## src/rtl/mfidle_pkg.sv

```systemverilog
package mfidle_pkg;

  // Why the request was dropped in a given cycle; NONE means no clear.
  typedef enum logic [1:0] {
    LP_CLR_NONE    = 2'd0,
    LP_CLR_SOF     = 2'd1,
    LP_CLR_EXPIRE  = 2'd2,
    LP_CLR_DISABLE = 2'd3
  } lp_clr_e;

  // Effective enable: strap wins, otherwise the bit of the active role.
  function automatic logic pick_enable(input logic strap, input logic host_role,
                                       input logic host_en, input logic dev_en);
    return strap | (host_role ? host_en : dev_en);
  endfunction

  // Total cycles the watchdog waits for a frame marker.
  function automatic int unsigned wdog_limit(input int unsigned frame_cyc,
                                             input int unsigned tol_cyc);
    return frame_cyc + tol_cyc;
  endfunction

  // Bits needed to hold values 0..max_val.
  function automatic int unsigned bits_for(input int unsigned max_val);
    return (max_val < 2) ? 1 : $clog2(max_val + 1);
  endfunction

  // Idle run crosses the threshold when the saturated count equals it
  // and the present cycle is idle too.
  function automatic logic crosses(input int unsigned count, input int unsigned thr,
                                   input logic quiet);
    return quiet && (count == thr);
  endfunction

endpackage

```

## src/rtl/mfidle_en_sel.sv

```systemverilog
module mfidle_en_sel
  import mfidle_pkg::*;
(
  input  logic clk,
  input  logic rst_n,
  input  logic strap_mode,
  input  logic role_host,
  input  logic host_lp_en,
  input  logic dev_lp_en,
  output logic en_now,
  output logic armed_q
);

  assign en_now = pick_enable(strap_mode, role_host, host_lp_en, dev_lp_en);

  // Status copy, on after reset so the feature reads as enabled by default.
  always_ff @(posedge clk or negedge rst_n) begin
    if (!rst_n) armed_q <= 1'b1;
    else        armed_q <= en_now;
  end

endmodule

```

## src/rtl/mfidle_idle_cnt.sv

```systemverilog
module mfidle_idle_cnt
  import mfidle_pkg::*;
#(
  parameter int unsigned IDLE_CYC = 3750
) (
  input  logic clk,
  input  logic rst_n,
  input  logic restart,
  input  logic activity,
  input  logic hold,
  output logic idle_hit
);

  localparam int unsigned CW = bits_for(IDLE_CYC);
  localparam logic [CW-1:0] THR = CW'(IDLE_CYC);

  logic [CW-1:0] cnt_q;
  logic          quiet;

  assign quiet    = !activity && !restart && !hold;
  assign idle_hit = crosses(int'(cnt_q), IDLE_CYC, quiet);

  // Count consecutive quiet cycles, saturating at the threshold.
  always_ff @(posedge clk or negedge rst_n) begin
    if (!rst_n)            cnt_q <= '0;
    else if (!quiet)       cnt_q <= '0;
    else if (cnt_q != THR) cnt_q <= cnt_q + 1'b1;
  end

endmodule

```

## src/rtl/mfidle_frame_wdog.sv

```systemverilog
module mfidle_frame_wdog
  import mfidle_pkg::*;
#(
  parameter int unsigned FRAME_CYC = 60000,
  parameter int unsigned FRAME_TOL = 600
) (
  input  logic clk,
  input  logic rst_n,
  input  logic sof_pulse,
  output logic expire
);

  localparam int unsigned LIMIT = wdog_limit(FRAME_CYC, FRAME_TOL);
  localparam int unsigned CW    = bits_for(LIMIT);
  localparam logic [CW-1:0] LAST = CW'(LIMIT - 1);

  logic [CW-1:0] cnt_q;

  assign expire = !sof_pulse && (cnt_q == LAST);

  always_ff @(posedge clk or negedge rst_n) begin
    if (!rst_n)                  cnt_q <= '0;
    else if (sof_pulse || expire) cnt_q <= '0;
    else                         cnt_q <= cnt_q + 1'b1;
  end

endmodule

```

## src/rtl/mfidle_lp_ctrl.sv

```systemverilog
module mfidle_lp_ctrl
  import mfidle_pkg::*;
#(
  parameter int unsigned IDLE_CYC  = 3750,
  parameter int unsigned FRAME_CYC = 60000,
  parameter int unsigned FRAME_TOL = 600
) (
  input  logic clk,
  input  logic rst_n,
  input  logic bus_active,
  input  logic sof_pulse,
  input  logic role_host,
  input  logic host_lp_en,
  input  logic dev_lp_en,
  input  logic strap_mode,
  output logic lp_req,
  output logic lp_armed
);

  logic    en_now;
  logic    idle_hit;
  logic    frame_expire;
  logic    lp_req_q;
  lp_clr_e clr_why;

  mfidle_en_sel u_en (
    .clk        (clk),
    .rst_n      (rst_n),
    .strap_mode (strap_mode),
    .role_host  (role_host),
    .host_lp_en (host_lp_en),
    .dev_lp_en  (dev_lp_en),
    .en_now     (en_now),
    .armed_q    (lp_armed)
  );

  mfidle_frame_wdog #(
    .FRAME_CYC (FRAME_CYC),
    .FRAME_TOL (FRAME_TOL)
  ) u_wdog (
    .clk       (clk),
    .rst_n     (rst_n),
    .sof_pulse (sof_pulse),
    .expire    (frame_expire)
  );

  // Priority of clear reasons: frame marker, then watchdog, then disable.
  always_comb begin
    if (sof_pulse)         clr_why = LP_CLR_SOF;
    else if (frame_expire) clr_why = LP_CLR_EXPIRE;
    else if (!en_now)      clr_why = LP_CLR_DISABLE;
    else                   clr_why = LP_CLR_NONE;
  end

  mfidle_idle_cnt #(
    .IDLE_CYC (IDLE_CYC)
  ) u_idle (
    .clk      (clk),
    .rst_n    (rst_n),
    .restart  (clr_why != LP_CLR_NONE),
    .activity (bus_active),
    .hold     (lp_req_q),
    .idle_hit (idle_hit)
  );

  always_ff @(posedge clk or negedge rst_n) begin
    if (!rst_n)                       lp_req_q <= 1'b0;
    else if (clr_why != LP_CLR_NONE)  lp_req_q <= 1'b0;
    else if (idle_hit)                lp_req_q <= 1'b1;
  end

  assign lp_req = lp_req_q;

endmodule

```

## config.mk

```make
export PLATFORM = sky130hd
export DESIGN_NAME = mfidle_lp_ctrl
export DESIGN_NICKNAME = d
export VERILOG_FILES = /design/src/rtl/mfidle_pkg.sv /design/src/rtl/mfidle_en_sel.sv /design/src/rtl/mfidle_idle_cnt.sv /design/src/rtl/mfidle_frame_wdog.sv /design/src/rtl/mfidle_lp_ctrl.sv
export SDC_FILE = /design/constraint.sdc
export NUM_CORES = 1
export LEC_CHECK = 0
export ABC_AREA = 1
export BUFFER_PORTS_ARGS = -buffer_cell sky130_fd_sc_hd__buf_2
export CAP_MARGIN = 20
export CORE_AREA = 2 2 59 61
export DETAILED_ROUTE_END_ITERATION = 16
export DIE_AREA = 0 0 61 63
export GPL_TIMING_DRIVEN = 0
export PLACE_DENSITY = 0.71
export SYNTH_ARGS = -nofsm -noshare
export SYNTH_HDL_FRONTEND = slang
export SYNTH_SLANG_ARGS = --single-unit
```

## constraint.sdc

```tcl
create_clock -name clk -period 1.5 [get_ports clk]
set_input_delay 0.3 -clock clk [delete_from_list [all_inputs] [get_ports clk]]
set_output_delay 0.3 -clock clk [all_outputs]
set_load 0.01 [all_outputs]
```

==> results of run 1 <==
## power breakdown
group	internal, µW	switching, µW	leakage, µW
combinational	51.4	69.3	0.000441
sequential	820	10.2	0.000413
clock	345	298	0.0000450
total	1220	378	0.000898
## logic make-up (layout without fill, tap and decap cells)
| group | after synthesis | after routing |
|---|---|---|
| and+or+nand+nor | 136 | 136 |
| buffers and inverters | 32 | 60 |
| DFF | 30 | 30 |
| AOI/OAI and AO/OA | 16 | 16 |
| xor gates and xnor gates | 8 | 8 |
| adders and majority gates | 3 | 3 |
## area by class of cell
type,instances,area (µm²),area share [%]
well taps,46,57.6,2.77
clock buffers,5,37.5,1.81
inverters,30,118,5.66
repair buffers,20,148,7.10
multi-input cells,163,898,43.2
plain buffers,2,27.5,1.32
clock inverters,3,40.0,1.93
flip-flops and latches,30,752,36.2
## worst reg2reg max path, stage by stage (launching register included)
cell      delay [ps]
dfrtp_1          430
inv_2            100
ha_4             140
nand3_2           70
nand3b_1         290
o21ai_0          280
inv_1             80
nor2_2           100
## registers in the layout, indices dropped and copies added, names as in the netlist
signal        cells
u_idle.cnt_q     12
lp_req            1
u_wdog.cnt_q     16
u_en.armed_q      1
## metrics by stage
| stage | TNS [ps] | hold WS (ps) | util [%] | area, µm² |
|---|---|---|---|---|
| after floorplan | 0 | 4.41 | - | 1700 |
| after global placement | 0 | 370 | 55.8 | 1800 |
| after detailed placement | 0 | 365 | 55.8 | 1800 |
| after CTS | 0 | 147 | 58.5 | 1890 |
| after global routing | -329 | 159 | 64.3 | 2080 |
| final | -38.9 | 153 | 64.3 | 2080 |
## worst paths after layout
check                           slack [ps]          endpoint              from  cells after the start
worst min-delay path                   150      u_en.armed_q         role_host                      2
worst max register to register         -40   u_idle.cnt_q[1]   u_idle.cnt_q[0]                      7
max in group asynchronous              560   u_idle.cnt_q[0]             rst_n                      2
min in group asynchronous              510  u_wdog.cnt_q[13]             rst_n                      2
worst min register to register         540  u_wdog.cnt_q[13]  u_wdog.cnt_q[13]                      2
worst max-delay path                   -40   u_idle.cnt_q[1]   u_idle.cnt_q[0]                      7
## metal layers
metal  vias up  wire length (µm)  global-route usage [%]  part of all wire (%)
met5         -                 0                       0                     0
met4         0                82                    10.1                   2.3
met3         9                79                    3.73                   2.2
met2        22              1850                    30.9                    51
met1       680              1600                    26.5                    44
li1        762                 -                       -                     -
## layout by cell type, fill, tap and decap left out, types with 5 or more instances in the layout
cell	Yosys	layout
inv_2	3	5
nor2_1	37	34
buf_2	1	9
inv_1	26	24
o21ai_0	8	8
nand2_1	51	49
a21oi_1	5	5
dfrtp_1	29	29
nand3_1	14	11
xor2_1	7	7
buf_4	0	9
nor3_1	9	9
clkbuf_4	0	6
nor2_2	12	12
## repair_timing
item | in CTS | in global routing
resized for setup | 0 | 23
hold buffers | 1 | 0
endpoints found under the hold margin | 16 | 0
setup endpoints to repair | 0 | 23
setup buffers | 0 | 9
==> impl_metrics.csv, run 1 <==
group,metric,value,unit
outcome,outcome,"finished with violations",
outcome,violations,"negative setup slack",
finish,fillers,281,
critical_path,crit_path_cell_trace,"inv_2 > ha_4 > nand3_2 > nand3b_1 > o21ai_0 > inv_1 > nor2_2",
timing,max_freq,0.650,GHz
critical_path,crit_path_max_fanout,6,
logic_synthesis,syn-mean-instance-area,7.56,µm²
logic_synthesis,synth.most_common_cell,"nand2_1",
grt,grt.overflow.total,0,
finish,drive_gt1_share,25.3,%
timing,final_max_slew_viol_count,0,
timing,timing.final.crit_share,103,%
power_and_ir_drop,ir_drop,0.000502,V
floorplanning,rows,21,
floorplanning,start_util,52.7,%
grt,antenna_found_initial,0,
critical_path,worstSetupPathType,"flip-flop to flip-flop",
critical_path,path_buf_inv,2,
finish,fin_cells,299,
clocking,cts_htree_levels,2,
power_and_ir_drop,p_leak,0.000898,µW
logic_synthesis,ys_warn_count,0,
logic_synthesis,synthMuxAreaShare,0,%
clocking,cts_buffers,5,
logic_synthesis,synth_adder_area_share,2.21,%
power_and_ir_drop,p_per_area,767,nW/µm²
critical_path,required,1770,ps
grt,grt_max_degree,31,
logic_synthesis,synthTopCellsByCount,"nand2_1 (51), nor2_1 (37), dfrtp_1 (29)",
grt,track_usage,20.1,%
critical_path,crit_arrival,1810,ps
timing,tightest_slew,648,ps
logic_synthesis,ys.flop_type,"dfrtp_1",
critical_path,cp-end-kind,"flip-flop",
grt,grt_pass1_wl,5.78,mm
logic_synthesis,synth.top_cells.by_area,"dfrtp_1 (43%), nand2_1 (11%), nor2_1 (8.2%)",
logic_synthesis,syn_inst,225,
place,dp_cells,280,
power_and_ir_drop,power,1590,µW
place,dp_slack,35.0,ps
floorplanning,design.core.area,3230,µm²
logic_synthesis,synth_xor_area_share,4.12,%
finish,diodes,0,
detailed_routing,wl,3.61,mm
timing,timing.final.crit_period,1540,ps
finish,area_delta_synth_final,22.1,%
timing,grt_setup_unrepaired,"yes",
timing,finalHoldViolations,0,
logic_synthesis,ys_seq_elements,30,
clocking,clk_latency,330,ps
detailed_routing,viasPerCell,4.93,
logic_synthesis,synth_top_area_cell,"dfrtp_1",
detailed_routing,ant_nets,0,
logic_synthesis,synth-simple-area-share,36.8,%
critical_path,worst_path_largest_cell_delay,430,ps
logic_synthesis,synth_area,1700,µm²
clocking,path_clk_slew,110,ps
logic_synthesis,synth_edf_count,0,
grt,grt_pass1_vias,1382,
logic_synthesis,synthDistinctLibCells,30,
detailed_routing,drtIter0Drc,114,
critical_path,startpoint_type,"flip-flop",
timing,slew_headroom,56.8,%
floorplanning,die_area,3840,µm²
logic_synthesis,ys_seq_area_share,44.2,%
detailed_routing,vias,1473,
timing,setup_slack,-38.9,ps
place,hpwlAfterDp,2.29,mm
logic_synthesis,synth_top_family_by_area,"simple AND/OR/NAND/NOR gates",
floorplanning,io_pins,10,
floorplanning,die_w,61,µm
logic_synthesis,synth-compound-area-share,5.00,%
logic_synthesis,ys_async_sr_fraction,100,%
detailed_routing,drcViolationCount,0,
clocking,cts_tree,"done",
logic_synthesis,synthesis.nets,236,
critical_path,worst_path_max_delay_cell,"dfrtp_1",
logic_synthesis,synth.top_cell.area_share,42.6,%
place,io_buffers,9,
floorplanning,die_y,63,µm
critical_path,crit_family,"simple AND/OR/NAND/NOR gates",
timing,setup_viol,1,
clocking,cts-root-buf,"clkbuf_4",
place,routabilityCongestion,0.858,
detailed_routing,avgRoutedWirePerCell,12.1,µm
finish,fin_nets,263,
clocking,clk_path_buf_depth,2,
timing,fin_skew,12.5,ps
clocking,cts_num_sinks,30,
worst_hold_path,hold_class,"primary input to flip-flop",
job,maxCapViolations,0,
detailed_routing,drt_pre_antenna_iters,4,
Power figures use the tool's default switching activity.
==> run 2, diff against run 1 <==
==> constraint.sdc (replaced) <==
create_clock -name clk -period 1.5 [get_ports clk]
set_input_delay 0 -clock clk [delete_from_list [all_inputs] [get_ports clk]]
set_output_delay 0 -clock clk [all_outputs]
set_load 0.01 [all_outputs]
==> run 2 against run 1 <==
The flow now finishes without violations. Sequential power about the same. Die area unchanged. Global-route usage rose by 0.33 points. Register-to-register slack better by 90 ps. Power is 0.13% higher. Cell area increased by 0.36%. Non-clock buffer count grew 3. Highest routed layer unchanged. Fmax rose by 5.9%. Largest cell class unchanged. Flip-flop and latch count unchanged. Largest power group unchanged. Sequential share of layout area decreased by 0.13 points. Clock power is essentially flat. Critical path depth up 3.
==> impl_metrics.csv, run 2 (synthesis gave the netlist of run 1 again) <==
group,metric,value,unit
timing,final_max_slew_viol_count,0,
clocking,clk_latency,340,ps
place,placed_cell_area,1800,µm²
finish,fin_nets,266,
clocking,clk_path_buf_depth,2,
floorplanning,design.core.area,3230,µm²
place,dp_slack,35.0,ps
floorplanning,start_util,52.7,%
timing,holdWs,16.2,ps
floorplanning,die_y,63,µm
detailed_routing,wl,3.58,mm
timing,tightest_slew,653,ps
timing,fin_skew,14.1,ps
grt,grt.overflow.total,0,
finish,post-route-cell-area,2090,µm²
timing,setup_viol,0,
worst_hold_path,hold_class,"primary input to flip-flop",
job,maxCapViolations,0,
timing,max_freq,0.688,GHz
finish,fillers,276,
critical_path,startpoint,"u_wdog.cnt_q[7]",
detailed_routing,vias,1469,
finish,diodes,0,
timing,grt_setup_unrepaired,"yes",
floorplanning,io_pins,10,
detailed_routing,viasPerCell,4.86,
detailed_routing,ant_nets,0,
clocking,cts_buffers,5,
grt,busiest_layer,"met2",
critical_path,required,1730,ps
outcome,outcome,"completed",
detailed_routing,drcViolationCount,0,
place,routabilityCongestion,0.858,
detailed_routing,avgRoutedWirePerCell,11.9,µm
finish,drive_gt1_share,24.2,%
detailed_routing,drtIter0Drc,141,
power_and_ir_drop,ir_drop,0.000528,V
critical_path,worstSetupPathType,"flip-flop to flip-flop",
finish,reg_top3,"u_wdog.cnt_q (16), u_idle.cnt_q (12)",
timing,finalHoldViolations,0,
timing,timing.final.crit_share,96.8,%
grt,grt_pass1_wl,5.86,mm
grt,grt_max_degree,31,
floorplanning,die_w,61,µm
finish,largest_register_ffs,16,
timing,slew_headroom,56.5,%
critical_path,crit_path_max_fanout,7,
finish,multi_input_area,876,µm²
grt,antenna_found_initial,0,
grt,track_usage,20.4,%
finish,area_delta_synth_final,22.6,%
power_and_ir_drop,p_per_area,765,nW/µm²
grt,use_met1,26.5,%
timing,setup_slack,47.4,ps
clocking,cts_tree,"done",
place,io_buffers,9,
finish,largest-register,"u_wdog.cnt_q",
grt,grt_util_met2,32.0,%
finish,final_common_cell,"nand2_1",
finish,final_core_util,64.5,%
finish,seq_area,752,µm²
power_and_ir_drop,power,1600,µW
clocking,cts-root-buf,"clkbuf_4",
clocking,path_clk_slew,100,ps
place,hpwlAfterDp,2.29,mm
timing,timing.final.crit_period,1450,ps
clocking,cts_htree_levels,2,
grt,use_met3,3.73,%
power_and_ir_drop,p_leak,0.000906,µW
critical_path,startpoint_type,"flip-flop",
detailed_routing,drt_pre_antenna_iters,4,
worst_hold_path,min_from,"sof_pulse",
floorplanning,rows,21,
critical_path,cp-end-kind,"flip-flop",
finish,layout_common_cells,"nand2_1 (50), nor2_1 (34), dfrtp_1 (29)",
critical_path,crit_arrival,1690,ps
floorplanning,die_area,3840,µm²
critical_path,reg2reg_from,"u_wdog.cnt_q[7]",
grt,grt_pass1_vias,1405,
clocking,cts_num_sinks,30,
## run 2: path summary, 6_finish.rpt
check	slack (ps)	end	cells after the start
max in group asynchronous	860	u_idle.cnt_q[3]	2
setup / recovery	50	u_idle.cnt_q[4]	10
min in group asynchronous	210	u_wdog.cnt_q[14]	2
hold reg to reg	550	u_wdog.cnt_q[13]	2
setup reg to reg	50	u_idle.cnt_q[4]	10
hold / removal	20	lp_req	4
## run 2: final cells by class
| type | instances | share of cell area [%] |
|---|---|---|
| Timing Repair Buffer | 23 | 8.52 |
| Clock inverter | 3 | 1.92 |
| Multi-Input combinational cell | 163 | 42.0 |
| Buffer | 2 | 1.32 |
| Inverter | 30 | 5.64 |
| Clock buffer | 5 | 1.80 |
| Sequential cell | 30 | 36.1 |
| Tap cell | 46 | 2.76 |
## run 2: per-layer routing
layer | part of all wire (%) | wire length, µm
met3 | 3.4 | 121
met2 | 51 | 1810
met4 | 2.5 | 90
met1 | 43 | 1550
met5 | 0 | 0
## run 2: power by group
part           leakage, µW  internal, µW  switching, µW
Combinational     0.000448          54.4           68.4
Sequential        0.000413           820           7.11
Clock            0.0000450           345            301
Total             0.000906          1220            377
## run 2: through the flow
step           TNS [ps]  cells
4_1_cts               0    292
2_1_floorplan         0    225
5_1_grt            -235    302
3_3_place_gp          0    280
3_5_place_dp          0    280
6_report              0    302
## run 2: critical path, stage by stage, from the launching register on
cell	delay, ps
dfrtp_1	410
inv_2	80
nor2_2	90
nand2_1	60
nor2_2	160
nand2_2	100
nand2_4	90
inv_6	50
nand3_4	100
clkbuf_16	170
nor2_2	30
## run 2: repair_timing
action,4_1_cts,5_1_grt
hold buffers,4,0
buffers inserted,0,9
endpoints found under the setup margin,0,23
hold endpoints to repair,33,0
gates resized for setup,0,20
==> run 3, diff against run 2 <==
--- a/config.mk
+++ b/config.mk
@@ -8,11 +8,13 @@
 export ABC_AREA = 1
 export BUFFER_PORTS_ARGS = -buffer_cell sky130_fd_sc_hd__buf_2
 export CAP_MARGIN = 20
-export CORE_AREA = 2 2 59 61
+export CORE_AREA = 2 2 61 63
+export CTS_BUF_LIST = sky130_fd_sc_hd__clkbuf_4 sky130_fd_sc_hd__clkbuf_8 sky130_fd_sc_hd__clkbuf_16
 export DETAILED_ROUTE_END_ITERATION = 16
-export DIE_AREA = 0 0 61 63
+export DIE_AREA = 0 0 63 65
 export GPL_TIMING_DRIVEN = 0
 export PLACE_DENSITY = 0.71
 export SYNTH_ARGS = -nofsm -noshare
 export SYNTH_HDL_FRONTEND = slang
+export SYNTH_HIERARCHICAL = 1
 export SYNTH_SLANG_ARGS = --single-unit
==> run 3 against run 2 <==
Critical path depth rose by 2. Core utilization fell by 2.4 points. Highest routed layer unchanged. Via count rose by 7.6%. Critical path type unchanged. The run now ends with negative setup slack left.
==> impl_metrics.csv, run 3 <==
group,metric,value,unit
outcome,outcome,"finished with violations",
outcome,violations,"negative setup slack",
critical_path,worstSetupPathType,"flip-flop to flip-flop",
finish,fin_cells,321,
logic_synthesis,synth-compound-area-share,5.17,%
power_and_ir_drop,p_per_area,734,nW/µm²
finish,largest_register_ffs,16,
timing,finalHoldViolations,0,
logic_synthesis,synth_top_area_cell,"dfrtp_1",
power_and_ir_drop,p_leak,0.000905,µW
clocking,cts_htree_levels,2,
clocking,cts-root-buf,"clkbuf_4",
detailed_routing,wl,3.73,mm
finish,drive_gt1_share,25.6,%
logic_synthesis,ys_seq_area_share,41.4,%
worst_hold_path,min_from,"sof_pulse",
logic_synthesis,synth.most_common_cell,"nand2_1",
logic_synthesis,synthMuxAreaShare,0,%
clocking,clk_latency,330,ps
finish,multi_input_area,998,µm²
floorplanning,die_y,65,µm
timing,final_max_slew_viol_count,0,
logic_synthesis,synth.top_cell.area_share,39.9,%
grt,grt_pass1_vias,1583,
finish,fin_nets,283,
logic_synthesis,synthDistinctLibCells,26,
logic_synthesis,ys_warn_count,6,
clocking,cts_num_sinks,30,
critical_path,startpoint_type,"flip-flop",
clocking,path_clk_slew,90,ps
timing,fin_skew,9.18,ps
timing,slew_headroom,55.8,%
finish,post-route-cell-area,2170,µm²
floorplanning,die_w,63,µm
critical_path,crit_path_cell_trace,"ha_2 > nand4_1 > nor2_1 > nand2_1 > nor2_1 > inv_1 > nand3_2 > nor3_4 > buf_6 > buf_6 > nand3_1 > nand2_1",
finish,area_delta_synth_final,19.5,%
logic_synthesis,synth_area,1820,µm²
critical_path,startpoint,"u_wdog/cnt_q[0]",
grt,grt.overflow.total,0,
logic_synthesis,synth.top_cells.by_area,"dfrtp_1 (40%), nand2_1 (12%), nor2_1 (10%)",
finish,seq_area,752,µm²
logic_synthesis,ys_seq_elements,30,
finish,reg_top3,"u_wdog/cnt_q (16), u_idle/cnt_q (12)",
detailed_routing,drt_pre_antenna_iters,4,
detailed_routing,vias,1580,
logic_synthesis,synth_top_family_by_area,"simple AND/OR/NAND/NOR gates",
floorplanning,design.core.area,3500,µm²
detailed_routing,drcViolationCount,0,
logic_synthesis,synth_adder_area_share,2.07,%
finish,layout_common_cells,"nand2_1 (53), nor2_1 (46), dfrtp_1 (29)",
logic_synthesis,synth_xor_area_share,3.86,%
logic_synthesis,synth-simple-area-share,40.9,%
detailed_routing,viasPerCell,4.92,
timing,setup_slack,-240,ps
critical_path,crit_arrival,2010,ps
job,maxCapViolations,0,
logic_synthesis,synthTopCellsByCount,"nand2_1 (57), nor2_1 (50), dfrtp_1 (29)",
timing,timing.final.crit_share,116,%
detailed_routing,avgRoutedWirePerCell,11.6,µm
floorplanning,start_util,52.0,%
logic_synthesis,syn_inst,244,
timing,holdWs,12.1,ps
floorplanning,rows,22,
place,io_buffers,9,
grt,antenna_found_initial,0,
grt,grt_pass1_wl,6.74,mm
critical_path,cp-end-kind,"flip-flop",
power_and_ir_drop,power,1590,µW
timing,max_freq,0.575,GHz
logic_synthesis,ys_async_sr_fraction,100,%
place,placed_cell_area,1930,µm²
power_and_ir_drop,ir_drop,0.000735,V
grt,track_usage,21.4,%
critical_path,worst_path_largest_cell_delay,400,ps
place,routabilityCongestion,0.863,
critical_path,worst_path_max_delay_cell,"dfrtp_1",
critical_path,required,1770,ps
finish,diodes,0,
logic_synthesis,ys.flop_type,"dfrtp_1",
critical_path,path_buf_inv,3,
critical_path,crit_family,"simple AND/OR/NAND/NOR gates",
clocking,cts_buffers,5,
detailed_routing,drtIter0Drc,152,
detailed_routing,ant_nets,0,
logic_synthesis,synthesis.nets,255,
finish,final_common_cell,"nand2_1",
finish,largest-register,"u_wdog/cnt_q",
logic_synthesis,synth_edf_count,0,
logic_synthesis,syn-mean-instance-area,7.45,µm²
place,dp_cells,301,
place,hpwlAfterDp,2.61,mm
critical_path,crit_path_max_fanout,4,
worst_hold_path,hold_class,"primary input to flip-flop",
floorplanning,die_area,4100,µm²
timing,setup_viol,13,
timing,tightest_slew,662,ps
timing,grt_setup_unrepaired,"yes",
critical_path,reg2reg_from,"u_wdog/cnt_q[0]",
timing,timing.final.crit_period,1740,ps
clocking,clk_path_buf_depth,2,
clocking,cts_tree,"done",
finish,fillers,333,
floorplanning,io_pins,10,
grt,grt_max_degree,31,
[run 3: cells by family (layout without fill, tap and decap cells)]
| family | Yosys count | in the layout |
|---|---|---|
| simple gates | 157 | 157 |
| fa+ha+maj | 3 | 3 |
| xor+xnor | 8 | 8 |
| flops | 30 | 30 |
| buf+inv | 29 | 58 |
| compound gates | 17 | 17 |
[run 3: worst paths after layout]
path | endpoint | slack [ps] | cells past startpoint
setup / recovery | u_idle/cnt_q[1] | -240 | 12
min in group asynchronous | u_wdog/cnt_q[4] | 220 | 2
max in group asynchronous | u_wdog/cnt_q[1] | 850 | 2
setup reg to reg | u_idle/cnt_q[1] | -240 | 12
hold / removal | u_wdog/cnt_q[14] | 10 | 4
hold reg to reg | u_wdog/cnt_q[15] | 550 | 3
[run 3: power by group]
part,internal [µW],total (µW),switching [µW]
clock network,345,628,283
logic,62.9,135,72.3
registers,820,831,11.4
[run 3: final cells by class]
| cell class | instances | share of cell area, % |
|---|---|---|
| Buffer | 2 | 1.04 |
| Clock buffer | 5 | 1.73 |
| Clock inverter | 3 | 1.84 |
| Inverter | 27 | 4.67 |
| Multi-Input combinational cell | 185 | 46.0 |
| Sequential cell | 30 | 34.6 |
| Tap cell | 48 | 2.77 |
| Timing Repair Buffer | 21 | 7.32 |
[run 3: metal layers]
layer,track usage [%],share of wire [%],wire (µm)
met4,6.67,1.5,55
met2,40.2,53,1980
met5,0,0,0
met1,23.4,42,1570
met3,5.73,3.2,121
[run 3: timing repair]
| action | 4_1_cts | 5_1_grt |
|---|---|---|
| hold buffers | 3 | 0 |
| endpoints found under the hold margin | 30 | 0 |
| gates resized for setup | 6 | 8 |
| setup endpoints to repair | 21 | 14 |
| gates cloned | 0 | 0 |
| setup buffers | 7 | 2 |
| pin swaps | 6 | 3 |
[run 3: worst min-delay path: stages]
cell	delay, ps
buf_2	90
inv_1	60
nand2_4	100
a21oi_1	50
[run 3: per-stage QoR]
stage / util, % / setup TNS, ps / setup slack, ps
floorplan: - / -997 / -183
global placement: 55.3 / -3700 / -404
detailed placement: 55.3 / -3920 / -433
CTS: 60.7 / -2540 / -236
global route: 62.1 / -3900 / -327
finish: 62.1 / -2370 / -240
